--- src/rtl/lcd_bus_pkg.sv ---
package lcd_bus_pkg;

  typedef enum logic [1:0] {
    PH_IDLE  = 2'd0,
    PH_SETUP = 2'd1,
    PH_HIGH  = 2'd2,
    PH_LOW   = 2'd3
  } lcd_phase_e;

  // Minimum time plus edge allowance, expressed in whole clock cycles (rounded up).
  function automatic int unsigned ns_to_cycles(input int unsigned t_ns,
                                               input int unsigned margin_ns,
                                               input int unsigned period_ps);
    int unsigned total_ps;
    total_ps = (t_ns + margin_ns) * 1000;
    return (total_ps + period_ps - 1) / period_ps;
  endfunction

  function automatic int unsigned max_u(input int unsigned a, input int unsigned b);
    return (a > b) ? a : b;
  endfunction

  // Low phase: covers hold times and tops the enable cycle up to its minimum.
  function automatic int unsigned low_cycles(input int unsigned n_hold,
                                             input int unsigned n_cyc,
                                             input int unsigned n_pw);
    int unsigned rest;
    rest = (n_cyc > n_pw) ? (n_cyc - n_pw) : 1;
    return max_u(max_u(n_hold, rest), 1);
  endfunction

endpackage

--- src/rtl/lcd_phase_timer.sv ---
module lcd_phase_timer #(
  parameter int unsigned CNT_W = 16
) (
  input  logic             clk,
  input  logic             rst_n,
  input  logic             load,
  input  logic [CNT_W-1:0] load_val,
  output logic             expire
);

  logic [CNT_W-1:0] cnt_q;

  always_ff @(posedge clk or negedge rst_n) begin
    if (!rst_n) begin
      cnt_q <= '0;
    end else if (load) begin
      cnt_q <= load_val;
    end else if (cnt_q != '0) begin
      cnt_q <= cnt_q - 1'b1;
    end
  end

  assign expire = (cnt_q == '0);

  // R10-style guard: a running phase always counts down by exactly one.
  assert_timer_step_R3: assert property (@(posedge clk) disable iff (!rst_n)
    (!load && !expire) |=> (cnt_q == $past(cnt_q) - 1'b1));

endmodule

--- src/rtl/lcd_bus_fsm.sv ---
module lcd_bus_fsm
  import lcd_bus_pkg::*;
#(
  parameter int unsigned CNT_W = 16,
  parameter int unsigned N_SU  = 42,
  parameter int unsigned N_PW  = 119,
  parameter int unsigned N_LOW = 138
) (
  input  logic             clk,
  input  logic             rst_n,
  input  logic             req_valid,
  input  logic             req_nibble,
  input  logic             expire,
  output lcd_phase_e       phase,
  output logic             load,
  output logic [CNT_W-1:0] load_val,
  output logic             accept,
  output logic             capture,
  output logic             second_nib,
  output logic             nib_mode,
  output logic             done
);

  localparam logic [CNT_W-1:0] LD_SU  = CNT_W'(N_SU - 1);
  localparam logic [CNT_W-1:0] LD_PW  = CNT_W'(N_PW - 1);
  localparam logic [CNT_W-1:0] LD_LOW = CNT_W'(N_LOW - 1);

  lcd_phase_e phase_q, phase_d;
  logic       nib_q, mode_q;
  logic       more_nib;

  assign more_nib = mode_q && !nib_q;
  assign accept   = (phase_q == PH_IDLE) && req_valid;
  assign capture  = (phase_q == PH_HIGH) && expire;

  always_comb begin
    phase_d  = phase_q;
    load     = 1'b0;
    load_val = '0;
    done     = 1'b0;
    unique case (phase_q)
      PH_IDLE: begin
        if (req_valid) begin
          phase_d  = PH_SETUP;
          load     = 1'b1;
          load_val = LD_SU;
        end
      end
      PH_SETUP: begin
        if (expire) begin
          phase_d  = PH_HIGH;
          load     = 1'b1;
          load_val = LD_PW;
        end
      end
      PH_HIGH: begin
        if (expire) begin
          phase_d  = PH_LOW;
          load     = 1'b1;
          load_val = LD_LOW;
        end
      end
      PH_LOW: begin
        if (expire) begin
          if (more_nib) begin
            phase_d  = PH_SETUP;
            load     = 1'b1;
            load_val = LD_SU;
          end else begin
            phase_d = PH_IDLE;
            done    = 1'b1;
          end
        end
      end
      default: phase_d = PH_IDLE;
    endcase
  end

  always_ff @(posedge clk or negedge rst_n) begin
    if (!rst_n) begin
      phase_q <= PH_IDLE;
      nib_q   <= 1'b0;
      mode_q  <= 1'b0;
    end else begin
      phase_q <= phase_d;
      if (accept) begin
        nib_q  <= 1'b0;
        mode_q <= req_nibble;
      end else if ((phase_q == PH_LOW) && expire && more_nib) begin
        nib_q <= 1'b1;
      end
    end
  end

  assign phase      = phase_q;
  assign second_nib = nib_q;
  assign nib_mode   = mode_q;

  assert_done_single_R9: assert property (@(posedge clk) disable iff (!rst_n)
    done |=> !done);

  assert_no_accept_busy_R9: assert property (@(posedge clk) disable iff (!rst_n)
    (phase_q != PH_IDLE) |=> !(accept && $past(phase_q == PH_HIGH)));

endmodule

--- src/rtl/lcd_data_path.sv ---
module lcd_data_path (
  input  logic       clk,
  input  logic       rst_n,
  input  logic       accept,
  input  logic       active,
  input  logic       capture,
  input  logic       second_nib,
  input  logic       nib_mode,
  input  logic       req_rs,
  input  logic       req_rd,
  input  logic [7:0] req_wdata,
  input  logic [7:0] db_in,
  output logic       lcd_rs,
  output logic       lcd_rw,
  output logic [7:0] db_out,
  output logic       db_oe,
  output logic [7:0] rdata
);

  logic       rs_q, rw_q;
  logic [7:0] wbyte_q, rbyte_q;
  logic [3:0] wnib;

  always_ff @(posedge clk or negedge rst_n) begin
    if (!rst_n) begin
      rs_q    <= 1'b0;
      rw_q    <= 1'b0;
      wbyte_q <= '0;
    end else if (accept) begin
      rs_q    <= req_rs;
      rw_q    <= req_rd;
      wbyte_q <= req_wdata;
    end
  end

  always_ff @(posedge clk or negedge rst_n) begin
    if (!rst_n) begin
      rbyte_q <= '0;
    end else if (capture) begin
      if (!nib_mode)        rbyte_q      <= db_in;
      else if (!second_nib) rbyte_q[7:4] <= db_in[7:4];
      else                  rbyte_q[3:0] <= db_in[7:4];
    end
  end

  assign wnib   = second_nib ? wbyte_q[3:0] : wbyte_q[7:4];
  assign db_out = nib_mode ? {wnib, 4'b0000} : wbyte_q;
  assign db_oe  = active && !rw_q;
  assign lcd_rs = rs_q;
  assign lcd_rw = rw_q;
  assign rdata  = rbyte_q;

  assert_addr_frozen_busy_R5: assert property (@(posedge clk) disable iff (!rst_n)
    (active && !accept) |=> (active -> ($stable(rs_q) && $stable(rw_q))));

endmodule

--- src/rtl/lcd_bus_master.sv ---
module lcd_bus_master
  import lcd_bus_pkg::*;
#(
  parameter int unsigned CLK_PERIOD_PS    = 4000,
  parameter int unsigned T_ADDR_SETUP_NS  = 140,
  parameter int unsigned T_ADDR_HOLD_NS   = 10,
  parameter int unsigned T_PULSE_NS       = 450,
  parameter int unsigned T_CYCLE_NS       = 1000,
  parameter int unsigned T_WDATA_SETUP_NS = 195,
  parameter int unsigned T_WDATA_HOLD_NS  = 10,
  parameter int unsigned T_RDATA_DELAY_NS = 320,
  parameter int unsigned T_RDATA_HOLD_NS  = 20,
  parameter int unsigned EDGE_MARGIN_NS   = 25,
  parameter int unsigned CNT_W            = 16
) (
  input  logic       clk,
  input  logic       rst_n,
  input  logic       req_valid,
  output logic       req_ready,
  input  logic       req_rs,
  input  logic       req_rd,
  input  logic [7:0] req_wdata,
  input  logic       req_nibble,
  output logic       rsp_done,
  output logic [7:0] rsp_rdata,
  output logic       lcd_rs,
  output logic       lcd_rw,
  output logic       lcd_e,
  output logic [7:0] lcd_db_out,
  output logic       lcd_db_oe,
  input  logic [7:0] lcd_db_in
);

  localparam int unsigned N_SU  = ns_to_cycles(T_ADDR_SETUP_NS, EDGE_MARGIN_NS, CLK_PERIOD_PS);
  localparam int unsigned PW_NS = max_u(T_PULSE_NS, max_u(T_WDATA_SETUP_NS, T_RDATA_DELAY_NS));
  localparam int unsigned N_PW  = ns_to_cycles(PW_NS, EDGE_MARGIN_NS, CLK_PERIOD_PS);
  localparam int unsigned N_CYC = ns_to_cycles(T_CYCLE_NS, EDGE_MARGIN_NS, CLK_PERIOD_PS);
  localparam int unsigned HD_NS = max_u(T_ADDR_HOLD_NS, max_u(T_WDATA_HOLD_NS, T_RDATA_HOLD_NS));
  localparam int unsigned N_HD  = ns_to_cycles(HD_NS, EDGE_MARGIN_NS, CLK_PERIOD_PS);
  localparam int unsigned N_LOW = low_cycles(N_HD, N_CYC, N_PW);

  lcd_phase_e       phase;
  logic             load, expire, accept, capture, second_nib, nib_mode, done;
  logic [CNT_W-1:0] load_val;
  logic             active;

  lcd_phase_timer #(.CNT_W(CNT_W)) timer_i (
    .clk      (clk),
    .rst_n    (rst_n),
    .load     (load),
    .load_val (load_val),
    .expire   (expire)
  );

  lcd_bus_fsm #(
    .CNT_W (CNT_W),
    .N_SU  (N_SU),
    .N_PW  (N_PW),
    .N_LOW (N_LOW)
  ) fsm_i (
    .clk        (clk),
    .rst_n      (rst_n),
    .req_valid  (req_valid),
    .req_nibble (req_nibble),
    .expire     (expire),
    .phase      (phase),
    .load       (load),
    .load_val   (load_val),
    .accept     (accept),
    .capture    (capture),
    .second_nib (second_nib),
    .nib_mode   (nib_mode),
    .done       (done)
  );

  assign active = (phase != PH_IDLE);

  lcd_data_path data_i (
    .clk        (clk),
    .rst_n      (rst_n),
    .accept     (accept),
    .active     (active),
    .capture    (capture),
    .second_nib (second_nib),
    .nib_mode   (nib_mode),
    .req_rs     (req_rs),
    .req_rd     (req_rd),
    .req_wdata  (req_wdata),
    .db_in      (lcd_db_in),
    .lcd_rs     (lcd_rs),
    .lcd_rw     (lcd_rw),
    .db_out     (lcd_db_out),
    .db_oe      (lcd_db_oe),
    .rdata      (rsp_rdata)
  );

  assign lcd_e     = (phase == PH_HIGH);
  assign req_ready = !active;
  assign rsp_done  = done;

  // Run-length counters observed by the assertions below.
  logic [CNT_W-1:0] hi_run_q, lo_run_q, since_rise_q;

  always_ff @(posedge clk or negedge rst_n) begin
    if (!rst_n) begin
      hi_run_q     <= '0;
      lo_run_q     <= '0;
      since_rise_q <= '0;
    end else begin
      hi_run_q     <= lcd_e ? hi_run_q + 1'b1 : '0;
      lo_run_q     <= (active && !lcd_e) ? lo_run_q + 1'b1 : '0;
      since_rise_q <= (lcd_e && !hi_run_q[0] && hi_run_q == '0) ? 1 : since_rise_q + 1'b1;
    end
  end

  assert_setup_len_R2: assert property (@(posedge clk) disable iff (!rst_n)
    $rose(lcd_e) |-> (lo_run_q >= CNT_W'(N_SU)));

  assert_pulse_len_R3: assert property (@(posedge clk) disable iff (!rst_n)
    $fell(lcd_e) |-> (hi_run_q == CNT_W'(N_PW)));

  assert_cycle_len_R4: assert property (@(posedge clk) disable iff (!rst_n)
    rsp_done |-> (since_rise_q >= CNT_W'(N_CYC - 1)));

  assert_rs_rw_stable_R5: assert property (@(posedge clk) disable iff (!rst_n)
    (lcd_e && $past(lcd_e)) |-> ($stable(lcd_rs) && $stable(lcd_rw)));

  assert_wdata_stable_R6: assert property (@(posedge clk) disable iff (!rst_n)
    (lcd_e && $past(lcd_e) && lcd_db_oe) |-> $stable(lcd_db_out));

  assert_read_released_R8: assert property (@(posedge clk) disable iff (!rst_n)
    (lcd_e && lcd_rw) |-> !lcd_db_oe);

endmodule

--- config.mk ---
export PLATFORM = sky130hd
export DESIGN_NAME = lcd_bus_master
export DESIGN_NICKNAME = d
export VERILOG_FILES = /design/src/rtl/lcd_bus_pkg.sv /design/src/rtl/lcd_phase_timer.sv /design/src/rtl/lcd_bus_fsm.sv /design/src/rtl/lcd_data_path.sv /design/src/rtl/lcd_bus_master.sv
export SDC_FILE = /design/constraint.sdc
export NUM_CORES = 1
export LEC_CHECK = 0
export BUFFER_PORTS_ARGS = -buffer_cell sky130_fd_sc_hd__buf_2
export CORE_UTILIZATION = 54
export CTS_CLUSTER_SIZE = 14
export DETAILED_ROUTE_END_ITERATION = 6
export GPL_TIMING_DRIVEN = 0
export HOLD_SLACK_MARGIN = 0.02
export PLACE_DENSITY = 0.85
export RECOVER_POWER = 25
export SYNTH_ARGS = -nofsm -noshare
export SYNTH_HDL_FRONTEND = slang
export SYNTH_SLANG_ARGS = --single-unit
--- constraint.sdc ---
create_clock -name clk -period 2.5 [get_ports clk]
set_input_delay 0.5 -clock clk [delete_from_list [all_inputs] [get_ports clk]]
set_output_delay 0.5 -clock clk [all_outputs]
set_load 0.005 [all_outputs]
Yosys cells after proc, flatten, opt, wreduce, memory -nomap -nowiden
Index checks and enable logic that the tools add are counted.

cells by class
  $add $sub $neg = 1
  eq/ne operators = 9
  muxes and demuxes = 29
  reductions and logical operators = 19

operators by type and width
  cell                     number
  $pmux W16 S4             1
  $mux W16                 3
  $mux W8                  3
  $logic_not A16 Y1        1
  $reduce_bool A16 Y1      1
  $sub A16 B1 Y16 const B  1
  $mux W4                  3
  $mux W6                  2
  $mux W1                  10
  $mux W2                  4
  $ne A2 B1 Y1 const B     4
  $pmux W2 S4              1
  $mux W7                  1
  $logic_and A1 B1 Y1      6
  $reduce_bool A2 Y1       3
  $eq A2 B2 Y1 const B     2
  $ne A2 B2 Y1 const B     2
  $reduce_and A2 Y1        2
  $reduce_and A4 Y1        1
  $logic_not A1 Y1         3
  $pmux W1 S3              1
  $eq A2 B1 Y1 const B     1
  $logic_not A2 Y1         1
  $reduce_or A2 Y1         1

storage, ports and cells
  flip-flop bits (word level) = 38
  bits of input ports = 22
  output and inout bits = 22
  logic and storage cells = 67

Logic depth before layout (Yosys ltp)
Gate-level depths: netlist (run 1).

  depth in word-level cells = 6
  mapped depth = 8

Hierarchy
Synthesis (run 1) repeated with hierarchy kept, for this count alone.

second synthesis, totals
  cell total of the unflattened synthesis = 222
  area total of the unflattened synthesis = 2,334.7 µm²

by module, submodules not included
  module           times used  cells an instance  area each (µm²)  sequential area each (µm²)
  lcd_phase_timer  1           104                1,006.0          400.4
  lcd_data_path    1           64                 869.6            450.4
  lcd_bus_fsm      1           51                 440.4            100.1
  lcd_bus_master   1           3                  18.8             0.0

Least setup slack after synthesis (run 1)
No wires, ideal clock.

  path type = register to register
  from = register timer_i.cnt_q[0]
  to = register data_i.rbyte_q[4] (netlist: data_i.rdata[4])
  arrival = 1.966 ns
  required time = 2.375 ns
  path slack = 0.409 ns
  cell stages (with the launch flop) = 7
  clock period less this slack = 2.091 ns
  path through = dfrtp_1 inv_1 ha_1 or4b_1 nor4_4 nand3_4 mux2_2

between the ends
  longest elaborated chain between the ends = 3

RTL lines
  item                         RTL line               source
  start: declaration           lcd_phase_timer.sv:11  logic [CNT_W-1:0] cnt_q;
  start signal: assignment     lcd_phase_timer.sv:17  cnt_q <= load_val;
  start signal: assignment     lcd_phase_timer.sv:19  cnt_q <= cnt_q - 1'b1;
  $logic_not A16 Y1            lcd_phase_timer.sv:23  assign expire = (cnt_q == '0);
  $logic_and A1 B1 Y1          lcd_bus_fsm.sv:34      assign capture = (phase_q == PH_HIGH) && expire;
  $reduce_and A2 Y1 (no line)  -
  end signal: assignment       lcd_data_path.sv:40    if (!nib_mode) rbyte_q <= db_in;
  end signal: assignment       lcd_data_path.sv:41    else if (!second_nib) rbyte_q[7:4] <= db_in[7:4];
  end: declaration             lcd_data_path.sv:21    logic [7:0] wbyte_q, rbyte_q;

Every way passes these cells.
A chain may end at the register's enable or synchronous reset.

Final worst setup path (run 1)
  from = register timer_i.cnt_q[0]
  to = output rsp_done

between the ends
  longest elaborated chain between the ends = 3

RTL lines
  item               RTL line               source
  $logic_not A16 Y1  lcd_phase_timer.sv:23
  $mux W1            lcd_bus_fsm.sv:64      if (expire) begin
  $mux W1            lcd_bus_fsm.sv:41      unique case (phase_q)
  end: declaration   lcd_bus_master.sv:24   output logic rsp_done,

Every way passes these cells.

==> impl_metrics.env, run 1 <==
export IMPL_status="finished, final reports clean"
export IMPL_htree_levels=2
export IMPL_dieArea_um2=4060
export IMPL_critical_path_class="reg2out"
export IMPL_finalCoreUtilization_pct=67.3
export IMPL_yosys_register_bits=38
export IMPL_syn_inst=184
export IMPL_worst_path_max_fanout=5
export IMPL_antenna_cells=0
export IMPL_r2r_slack_ps=170
export IMPL_synth_top_family_by_area="simple AND/OR/NAND/NOR gates"
export IMPL_p_leak_nw=1.08
export IMPL_cts_root_buf="clkbuf_8"
export IMPL_synth_compound_area_share_pct=12.8
export IMPL_area_growth_pct=19.8
export IMPL_dieHeight_um=63.7
export IMPL_hold_class="in2async"
export IMPL_seq_area_um2=951
export IMPL_drc=0
export IMPL_yosysMostFrequentCell="dfrtp_1"
export IMPL_clk_insertion_delay_late_ps=300
export IMPL_synthDominantCellAreaShare_pct=46.2
export IMPL_dpl_hpwl_mm=2.98
export IMPL_ir_worst_vdd_v=0.000419
export IMPL_period_share_pct=96.2
export IMPL_crit_chain="inv_1 -> ha_1 -> or4b_4 -> nor4_2 -> buf_2"
export IMPL_worstMarginPinSlew_ps=923
export IMPL_clockBufferDepth=2
export IMPL_antenna_left=0
export IMPL_fillerInstances=273
export IMPL_dr_pass1_iters=4
export IMPL_async_flop_share_pct=100
export IMPL_max_cap_viol_count=0
export IMPL_setup_viol=0
export IMPL_design_core_area_um2=3660
export IMPL_crit_slowest_cell="or4b_4"
export IMPL_syn_nets=212
export IMPL_syn_avg_cell_area_um2=11.2
export IMPL_synthMuxAreaShare_pct=15.7
export IMPL_yosys_area_share_adder_pct=3.65
export IMPL_io_buffers=43
export IMPL_viasPerCell=5.88
export IMPL_grt_overflow=0
export IMPL_synth_common_cells="38 x dfrtp_1, 27 x mux2_2, 13 x a21oi_1, 10 x o31ai_1, 8 x nand2_1"
export IMPL_numCtsBuffers=5
export IMPL_r2r_start="timer_i.cnt_q[0]$_DFFE_PN0P_"
export IMPL_wire_per_inst_um=15.1
export IMPL_r2r_end="data_i.rdata[1]$_DFFE_PN0P_"
export IMPL_gp_congestion=0.778
export IMPL_nets=261
export IMPL_finalClockSkew_ps=5.51
export IMPL_path_clk_slew_ps=80
export IMPL_synthFlopType="dfrtp_1"
export IMPL_grt_pass1_wl_mm=7.19
export IMPL_synthXorXnorAreaFrac_pct=0.851
export IMPL_io_pins=44
export IMPL_start_util_pct=56.2
export IMPL_rr_worst_depth=6
export IMPL_synth_area_leaders="dfrtp_1 46%, mux2_2 15%, ha_1 3.6%, o31ai_1 3.6%, a21oi_1 3.2%"
export IMPL_powerDensity_nw_per_um2=485
export IMPL_routed_wl_mm=4.27
export IMPL_synth_distinct_cells=42
export IMPL_grt_pass1_vias=1597
export IMPL_hold_viol=0
export IMPL_cts_tree="yes"
export IMPL_yosys_warnings=0
export IMPL_grtUsageTotal_pct=23.2
export IMPL_rsz0062_at_grt="no"
export IMPL_startpoint_type="flop"
export IMPL_synth_edff_count=0
export IMPL_maxSlewViolCount=0
export IMPL_synthSimpleGateAreaFrac_pct=18.5
export IMPL_ctsHoldBuffers=0
export IMPL_cts_sinks=38
export IMPL_antenna_found_initial=0
export IMPL_worstPathRequired_ps=2000
export IMPL_vias=1659
export IMPL_slowest_delay_ps=510
export IMPL_synth_top_area_cell="dfrtp_1"
export IMPL_arrival_ps=1910
export IMPL_die_width_um=63.7
export IMPL_drive_gt1_share_pct=40.6
export IMPL_syn_area_um2=2060
export IMPL_grt_max_degree=39
export IMPL_placementRows=22
export IMPL_finalSetupTns_ps=0
export IMPL_synth_seq_area_share_pct=46.2
export IMPL_p_total_mw=1.20
export IMPL_max_slew_margin_pct=38.4
export IMPL_path_delay_family="simple AND/OR/NAND/NOR gates"
export IMPL_max_clock_freq_mhz=416
export IMPL_path_buf_inv=2
export IMPL_multi_input_comb_area_um2=1080
export IMPL_min_period_ps=2410
export IMPL_drt_iter0_drc=54
export IMPL_setup_worst_path_end_class="output port"
-- kinds of logic (layout without fill, tap and decap cells) --
logic type	Yosys count	after routing
fa+ha+maj	6	6
buf+inv	12	62
mux	29	29
xor+xnor	2	2
flops	38	38
simple gates	56	56
compound gates	41	41
-- power by group --
group          internal, mW  switching (mW)
Clock                 0.297           0.232
Sequential            0.621         0.00298
Combinational        0.0227          0.0216
Total                 0.940           0.256
-- worst max path at each step --
stage,end,cells past startpoint,startpoint
floorplan,data_i.rdata[4]$_DFFE_PN0P_,6,timer_i.cnt_q[0]$_DFFE_PN0P_
global placement,timer_i.cnt_q[8]$_DFFE_PN0P_,7,timer_i.cnt_q[0]$_DFFE_PN0P_
detailed placement,timer_i.cnt_q[8]$_DFFE_PN0P_,7,timer_i.cnt_q[0]$_DFFE_PN0P_
CTS,timer_i.cnt_q[8]$_DFFE_PN0P_,7,timer_i.cnt_q[0]$_DFFE_PN0P_
global route,rsp_done,4,timer_i.cnt_q[10]$_DFFE_PN0P_
finish,rsp_done,5,timer_i.cnt_q[0]$_DFFE_PN0P_
-- area by class of cell --
| cell class | instances | share of cell area [%] |
|---|---|---|
| plain buffers | 4 | 0.711 |
| clock buffers | 5 | 2.79 |
| clock inverters | 3 | 1.83 |
| inverters | 7 | 1.07 |
| multi-input cells | 134 | 43.9 |
| flip-flops and latches | 38 | 38.6 |
| well taps | 48 | 2.44 |
| repair buffers | 43 | 8.73 |
-- cells in the final DEF, fill, tap and decap left out, types with 2 or more instances in the layout --
master      netlist  layout
or3_2             2       2
mux2_2           27      27
nor3_1            2       2
nor2_1            6       6
nand3_1           3       3
nor4_2            0       2
o211ai_1          4       4
nand2b_1          2       2
or3_1             3       3
nor2b_1           4       4
nor3b_1           2       2
nand2_1           8       8
o21ai_0           6       6
clkbuf_8          0       5
or4_1             7       7
clkinvlp_4        0       2
nand3_4           2       2
or4_2             2       2
buf_2             2      44
ha_1              6       6
clkbuf_1          3       2
mux2i_1           2       2
o31ai_1          10       9
o22ai_1           3       3
dfrtp_1          38      38
a21oi_1          13      13
inv_1             7       7
-- flip-flops by register name (all words and copies together), names as in the netlist --
signal / flops
data_i.lcd_rs: 1
timer_i.cnt_q: 16
data_i.wbyte_q: 8
fsm_i.nib_mode: 1
fsm_i.second_nib: 1
fsm_i.phase: 2
data_i.lcd_rw: 1
data_i.rdata: 8
-- per-layer routing --
layer  routed length, um  vias to the layer above  track usage [%]
li1                    -                      790                -
met1                1860                      817             29.1
met2                2160                       43             38.8
met3                 190                        9             5.36
met4                  61                        0             8.81
met5                   0                        -                0
-- repair_timing --
action	4_1_cts	5_1_grt
gates resized for setup	0	4
endpoints found under the setup margin	0	13
buffers inserted	0	0
-- metrics by stage --
stage | cells | area, um^2 | hold slack, ps | setup slack, ps
floorplan | 184 | 2060 | 204 | 409
global placement | 275 | 2330 | 483 | 30.2
global route | 282 | 2460 | 426 | 16.0
detailed placement | 275 | 2330 | 488 | 44.2
CTS | 283 | 2450 | 327 | 23.4
finish | 282 | 2460 | 327 | 94.2
Note: power is estimated with default switching activity, not from simulation.
==> run 2: changes to the inputs <==
Settings changed: RECOVER_POWER 25 to 50.
==> run 2 against run 1 <==
Clock-buffer cell count stayed put. Cell count unchanged. Sequential power hardly changed. Combinational power decreased by 1%. Clock skew is essentially flat. Core utilization fell by 0.10 points. Clock power barely moved. Critical endpoint unchanged. Largest power group unchanged.
==> impl_metrics.env, run 2 (same netlist as run 1, synthesis figures left out) <==
export IMPL_clk_insertion_delay_late_ps=300
export IMPL_grt_pass1_vias=1597
export IMPL_gp_congestion=0.778
export IMPL_worstPathRequired_ps=2000
export IMPL_largest_reg_flops=16
export IMPL_layoutNonFillerInstCount=282
export IMPL_vias=1657
export IMPL_critical_path_class="reg2out"
export IMPL_busiest_layer="met2"
export IMPL_dieArea_um2=4060
export IMPL_fillerInstances=275
export IMPL_viasPerCell=5.88
export IMPL_met3_usage_pct=5.36
export IMPL_antenna_left=0
export IMPL_antenna_cells=0
export IMPL_grt_pass1_wl_mm=7.19
export IMPL_p_sw_share_pct=21.4
export IMPL_combPwrFrac_pct=3.7
export IMPL_drt_iter0_drc=55
export IMPL_dp_slack_ps=44.2
export IMPL_cts_root_buf="clkbuf_8"
export IMPL_wire_per_inst_um=15.2
export IMPL_worst_path_max_fanout=5
export IMPL_arrival_ps=1910
export IMPL_startpoint_type="flop"
export IMPL_finalSetupTns_ps=0
export IMPL_hold_viol=0
export IMPL_path_clk_slew_ps=80
export IMPL_design_core_area_um2=3660
export IMPL_dp_cells=275
export IMPL_layout_common_cells="40 x buf_2, 38 x dfrtp_1, 27 x mux2_2"
export IMPL_crit_chain="inv_1 -> ha_1 -> or4b_4 -> nor4_2 -> buf_2"
export IMPL_finalCoreUtilization_pct=67.2
export IMPL_setup_viol=0
export IMPL_p_int_uw=939
export IMPL_status="finished, final reports clean"
export IMPL_routed_wl_mm=4.28
export IMPL_max_clock_freq_mhz=416
export IMPL_max_slew_margin_pct=38.4
export IMPL_rsz0062_at_grt="no"
export IMPL_setup_worst_path_end_class="output port"
export IMPL_cts_tree="yes"
export IMPL_maxSlewViolCount=0
export IMPL_grt_overflow=0
export IMPL_htree_levels=2
export IMPL_area_growth_pct=19.6
export IMPL_use_met2_pct=38.8
export IMPL_drc=0
export IMPL_grt_max_degree=39
export IMPL_cts_sinks=38
export IMPL_hold_class="in2async"
export IMPL_regMostFlops="timer_i.cnt_q"
export IMPL_worstMarginPinSlew_ps=924
export IMPL_powerDensity_nw_per_um2=486
export IMPL_path_buf_inv=2
export IMPL_nets=261
export IMPL_seqPwrFrac_pct=52.2
export IMPL_slowest_delay_ps=510
export IMPL_drive_gt1_share_pct=39.3
export IMPL_io_buffers=43
export IMPL_clockBufferDepth=2
export IMPL_postCtsSetupBuffers=0
export IMPL_p_total_mw=1.20
export IMPL_io_pins=44
export IMPL_dpl_hpwl_mm=2.98
export IMPL_finalClockSkew_ps=5.30
export IMPL_min_period_ps=2410
export IMPL_crit_slowest_cell="or4b_4"
export IMPL_start_util_pct=56.2
export IMPL_ir_worst_vdd_v=0.000419
export IMPL_placementRows=22
export IMPL_met1_usage_pct=29.1
export IMPL_fin_ws_ps=94.0
export IMPL_die_width_um=63.7
export IMPL_p_leak_nw=1.07
export IMPL_period_share_pct=96.2
export IMPL_p_switching_uw=256
export IMPL_path_delay_family="simple AND/OR/NAND/NOR gates"
export IMPL_dieHeight_um=63.7
export IMPL_numCtsBuffers=5
export IMPL_grtUsageTotal_pct=23.2
export IMPL_dr_pass1_iters=4
export IMPL_clockPowerShare_pct=44.2
export IMPL_max_cap_viol_count=0
export IMPL_antenna_found_initial=0
export IMPL_final_common_cell="buf_2"
==> run 2: final timing paths <==
check	cells after the start	endpoint	slack (ps)	start
max	5	rsp_done	90	timer_i.cnt_q[0]$_DFFE_PN0P_
min	1	timer_i.cnt_q[14]$_DFFE_PN0P_	330	rst_n
max reg2reg	6	data_i.rdata[1]$_DFFE_PN0P_	170	timer_i.cnt_q[0]$_DFFE_PN0P_
min reg2reg	1	data_i.rdata[0]$_DFFE_PN0P_	500	data_i.rdata[0]$_DFFE_PN0P_
max in group asynchronous	1	fsm_i.phase[1]$_DFFE_PN0P_	1600	rst_n
min in group clk	2	data_i.wbyte_q[2]$_DFFE_PN0P_	430	req_wdata[2]
==> run 2: final cells by class <==
cell class	instances	area [um^2]	area share, %
clock inverters	3	45.0	1.83
multi-input cells	134	1080	43.9
well taps	48	60.1	2.44
plain buffers	4	17.5	0.712
repair buffers	43	211	8.59
clock buffers	5	68.8	2.80
flip-flops and latches	38	951	38.6
inverters	7	26.3	1.07
==> run 2: per-stage QoR <==
step	area, um^2	hold WS (ps)
after floorplan	2060	204
after global placement	2330	483
after detailed placement	2330	488
after CTS	2450	327
after global routing	2460	426
final	2460	327
==> run 2: worst register-to-register path, cell delays in order, from the launching register on <==
cell and delay [ps]:
dfrtp_1 420, inv_1 90, ha_1 160, or4b_4 510, nor4_4 550, nand3_4 180
mux2_2 310
==> run 2: power groups by stage <==
| stage | Sequential (mW) | Combinational, mW | Clock, mW |
|---|---|---|---|
| after global routing | 0.624 | 0.0498 | 0.558 |
| after detailed placement | 0.636 | 0.0457 | 0 |
| final | 0.624 | 0.0438 | 0.528 |
| after floorplan | 0.637 | 0.00872 | 0 |
| after global placement | 0.635 | 0.0446 | 0 |
| after CTS | 0.624 | 0.0458 | 0.533 |
==> run 2: what timing repair did <==
item / 4_1_cts / 5_1_grt
hold buffers: 0 / 0
setup endpoints to repair: 0 / 13
resized for setup: 0 / 4
hold endpoints to repair: 0 / 0
==> run 2: metal layers <==
layer	up-vias	share of wire (%)
li1	790	-
met1	818	44
met2	40	50
met3	9	4.3
met4	0	1.4
met5	-	0
==> run 3: changes to the inputs <==
Settings changed: PLACE_DENSITY 0.85 to 0.79.
==> run 3 against run 2 <==
The flow now finishes with violations (capacitance limit, slew limit). Clock skew decreased by 3.1 ps. Critical path depth unchanged. Maximum frequency increased by 2.5%. Cell area decreased by 1.4%. Setup slack improved by 59 ps. First-iteration DRC count increased by 84%. Register-to-register slack improved by 40 ps. Clock power decreased by 26%. Non-clock buffer count increased by 1. Critical path type unchanged. Critical endpoint unchanged. Largest cell class unchanged.
==> impl_metrics.env, run 3 (same netlist as run 1, synthesis figures left out) <==
export IMPL_rsz0062_at_grt="no"
export IMPL_ir_worst_vdd_v=0.000366
export IMPL_dieHeight_um=63.7
export IMPL_violations="capacitance limit, slew limit"
export IMPL_setup_viol=0
export IMPL_die_width_um=63.7
export IMPL_area_growth_pct=17.9
export IMPL_rr_worst_depth=6
export IMPL_dp_slack_ps=70.6
export IMPL_io_buffers=43
export IMPL_antenna_found_initial=0
export IMPL_whs_path_depth=2
export IMPL_crit_chain="inv_1 -> ha_1 -> or4b_4 -> nor4_2 -> buf_2"
export IMPL_grt_pass1_vias=1634
export IMPL_clockBufferDepth=2
export IMPL_path_clk_slew_ps=70
export IMPL_nets=262
export IMPL_r2r_end="data_i.rdata[2]$_DFFE_PN0P_"
export IMPL_hold_start="req_wdata[5]"
export IMPL_numCtsBuffers=5
export IMPL_drive_gt1_share_pct=37.6
export IMPL_slowest_delay_ps=510
export IMPL_gp_congestion=0.873
export IMPL_antenna_cells=0
export IMPL_powerDensity_nw_per_um2=436
export IMPL_design_core_area_um2=3660
export IMPL_largest_reg_flops=16
export IMPL_grt_overflow=0
export IMPL_cts_root_buf="clkbuf_8"
export IMPL_io_pins=44
export IMPL_worstMarginPinSlew_ps=1990
export IMPL_path_delay_family="simple AND/OR/NAND/NOR gates"
export IMPL_worstHoldEndpoint="data_i.wbyte_q[5]$_DFFE_PN0P_"
export IMPL_grtUsageTotal_pct=23.4
export IMPL_r2r_slack_ps=210
export IMPL_maxSlewViolCount=39
export IMPL_hold_viol=0
export IMPL_arrival_ps=1850
export IMPL_placementRows=22
export IMPL_hold_class="in2reg"
export IMPL_setup_worst_path_end_class="output port"
export IMPL_critical_path_class="reg2out"
export IMPL_layout_common_cells="39 x buf_2, 38 x dfrtp_1, 27 x mux2_2"
export IMPL_grt_max_degree=39
export IMPL_finalCoreUtilization_pct=66.3
export IMPL_critPathLaunch="timer_i.cnt_q[0]$_DFFE_PN0P_"
export IMPL_dr_pass1_iters=4
export IMPL_finalSetupTns_ps=0
export IMPL_dieArea_um2=4060
export IMPL_min_period_ps=2350
export IMPL_period_share_pct=93.9
export IMPL_worstPathRequired_ps=2000
export IMPL_routed_wl_mm=4.22
export IMPL_dpl_hpwl_mm=3.06
export IMPL_cts_sinks=38
export IMPL_crit_cells=5
export IMPL_drt_iter0_drc=101
export IMPL_clk_insertion_delay_late_ps=280
export IMPL_antenna_left=0
export IMPL_wire_per_inst_um=15.0
export IMPL_max_clock_freq_mhz=426
export IMPL_max_cap_viol_count=1
export IMPL_drc=0
export IMPL_p_leak_nw=1.06
export IMPL_finalClockSkew_ps=2.16
export IMPL_final_common_cell="buf_2"
export IMPL_worst_path_max_fanout=5
export IMPL_fin_ws_ps=153
export IMPL_r2r_start="timer_i.cnt_q[0]$_DFFE_PN0P_"
export IMPL_crit_slowest_cell="or4b_4"
export IMPL_postCtsSetupBuffers=0
export IMPL_viasPerCell=5.86
export IMPL_start_util_pct=56.2
export IMPL_regMostFlops="timer_i.cnt_q"
export IMPL_max_slew_margin_pct=-32.5
export IMPL_startpoint_type="flop"
export IMPL_grt_pass1_wl_mm=7.25
export IMPL_vias=1653
export IMPL_cts_tree="yes"
export IMPL_status="finished, violations left"
export IMPL_path_buf_inv=2
export IMPL_htree_levels=2
export IMPL_p_total_mw=1.06
## run 3: cell count changes in the layout (fill, tap and decap cells not counted)
cell        before  now
clkbuf_1         5    9
clkbuf_2         2    0
clkinv_2         0    2
clkinvlp_4       2    0
buf_2           40   39
bufinv_16        1    0
## run 3: worst register-to-register path, delay by kind of cell, from the launching register on
| family | cells | cell delay (ps) |
|---|---|---|
| buffers and inverters | 1 | 100 |
| multiplexers | 1 | 300 |
| adder cells (fa/ha/maj) | 1 | 170 |
| flip-flops | 1 | 420 |
| AND/OR/NAND/NOR | 3 | 1210 |
## run 3: per-layer routing
layer  vias up  GRT usage [%]  share of wire [%]
li1        796              -                  -
met1       805           29.0                 45
met2        47           39.1                 50
met3         5           7.50                4.4
met4         0           6.25               0.92
met5         -              0                  0
## run 3: where the power goes
part           total [mW]  leakage, nW  switching, mW  internal, mW
clock               0.389       0.0438          0.202         0.187
sequential          0.624        0.446        0.00305         0.621
combinational      0.0433        0.567         0.0219        0.0214
## run 3: timing repair
item | in CTS | in global routing
gates resized for setup | 0 | 4
endpoints found under the setup margin | 0 | 13
hold buffers | 0 | 0
## run 3: worst max path at each step
stage                               endpoint  slack, ps
6_report                            rsp_done        150
5_1_grt                             rsp_done         20
4_1_cts         timer_i.cnt_q[8]$_DFFE_PN0P_         30
3_5_place_dp   timer_i.cnt_q[11]$_DFFE_PN0P_         70
3_3_place_gp    timer_i.cnt_q[8]$_DFFE_PN0P_         60
2_1_floorplan    data_i.rdata[4]$_DFFE_PN0P_        410
## run 3: cell type report
type,instances,area (um^2)
Inverter,7,26.3
Clock inverter,2,10.0
Sequential cell,38,951
Clock buffer,5,68.8
Buffer,5,21.3
Fill cell,294,1230
Timing Repair Buffer,43,208
Tap cell,48,60.1
Multi-Input combinational cell,134,1080
## run 3: per-stage QoR
stage / cells / hold WS, ps / cell area [um^2]
2_1_floorplan: 184 / 204 / 2060
4_1_cts: 282 / 343 / 2410
3_3_place_gp: 275 / 484 / 2330
3_5_place_dp: 275 / 490 / 2330
5_1_grt: 282 / 430 / 2430
6_report: 282 / 446 / 2430
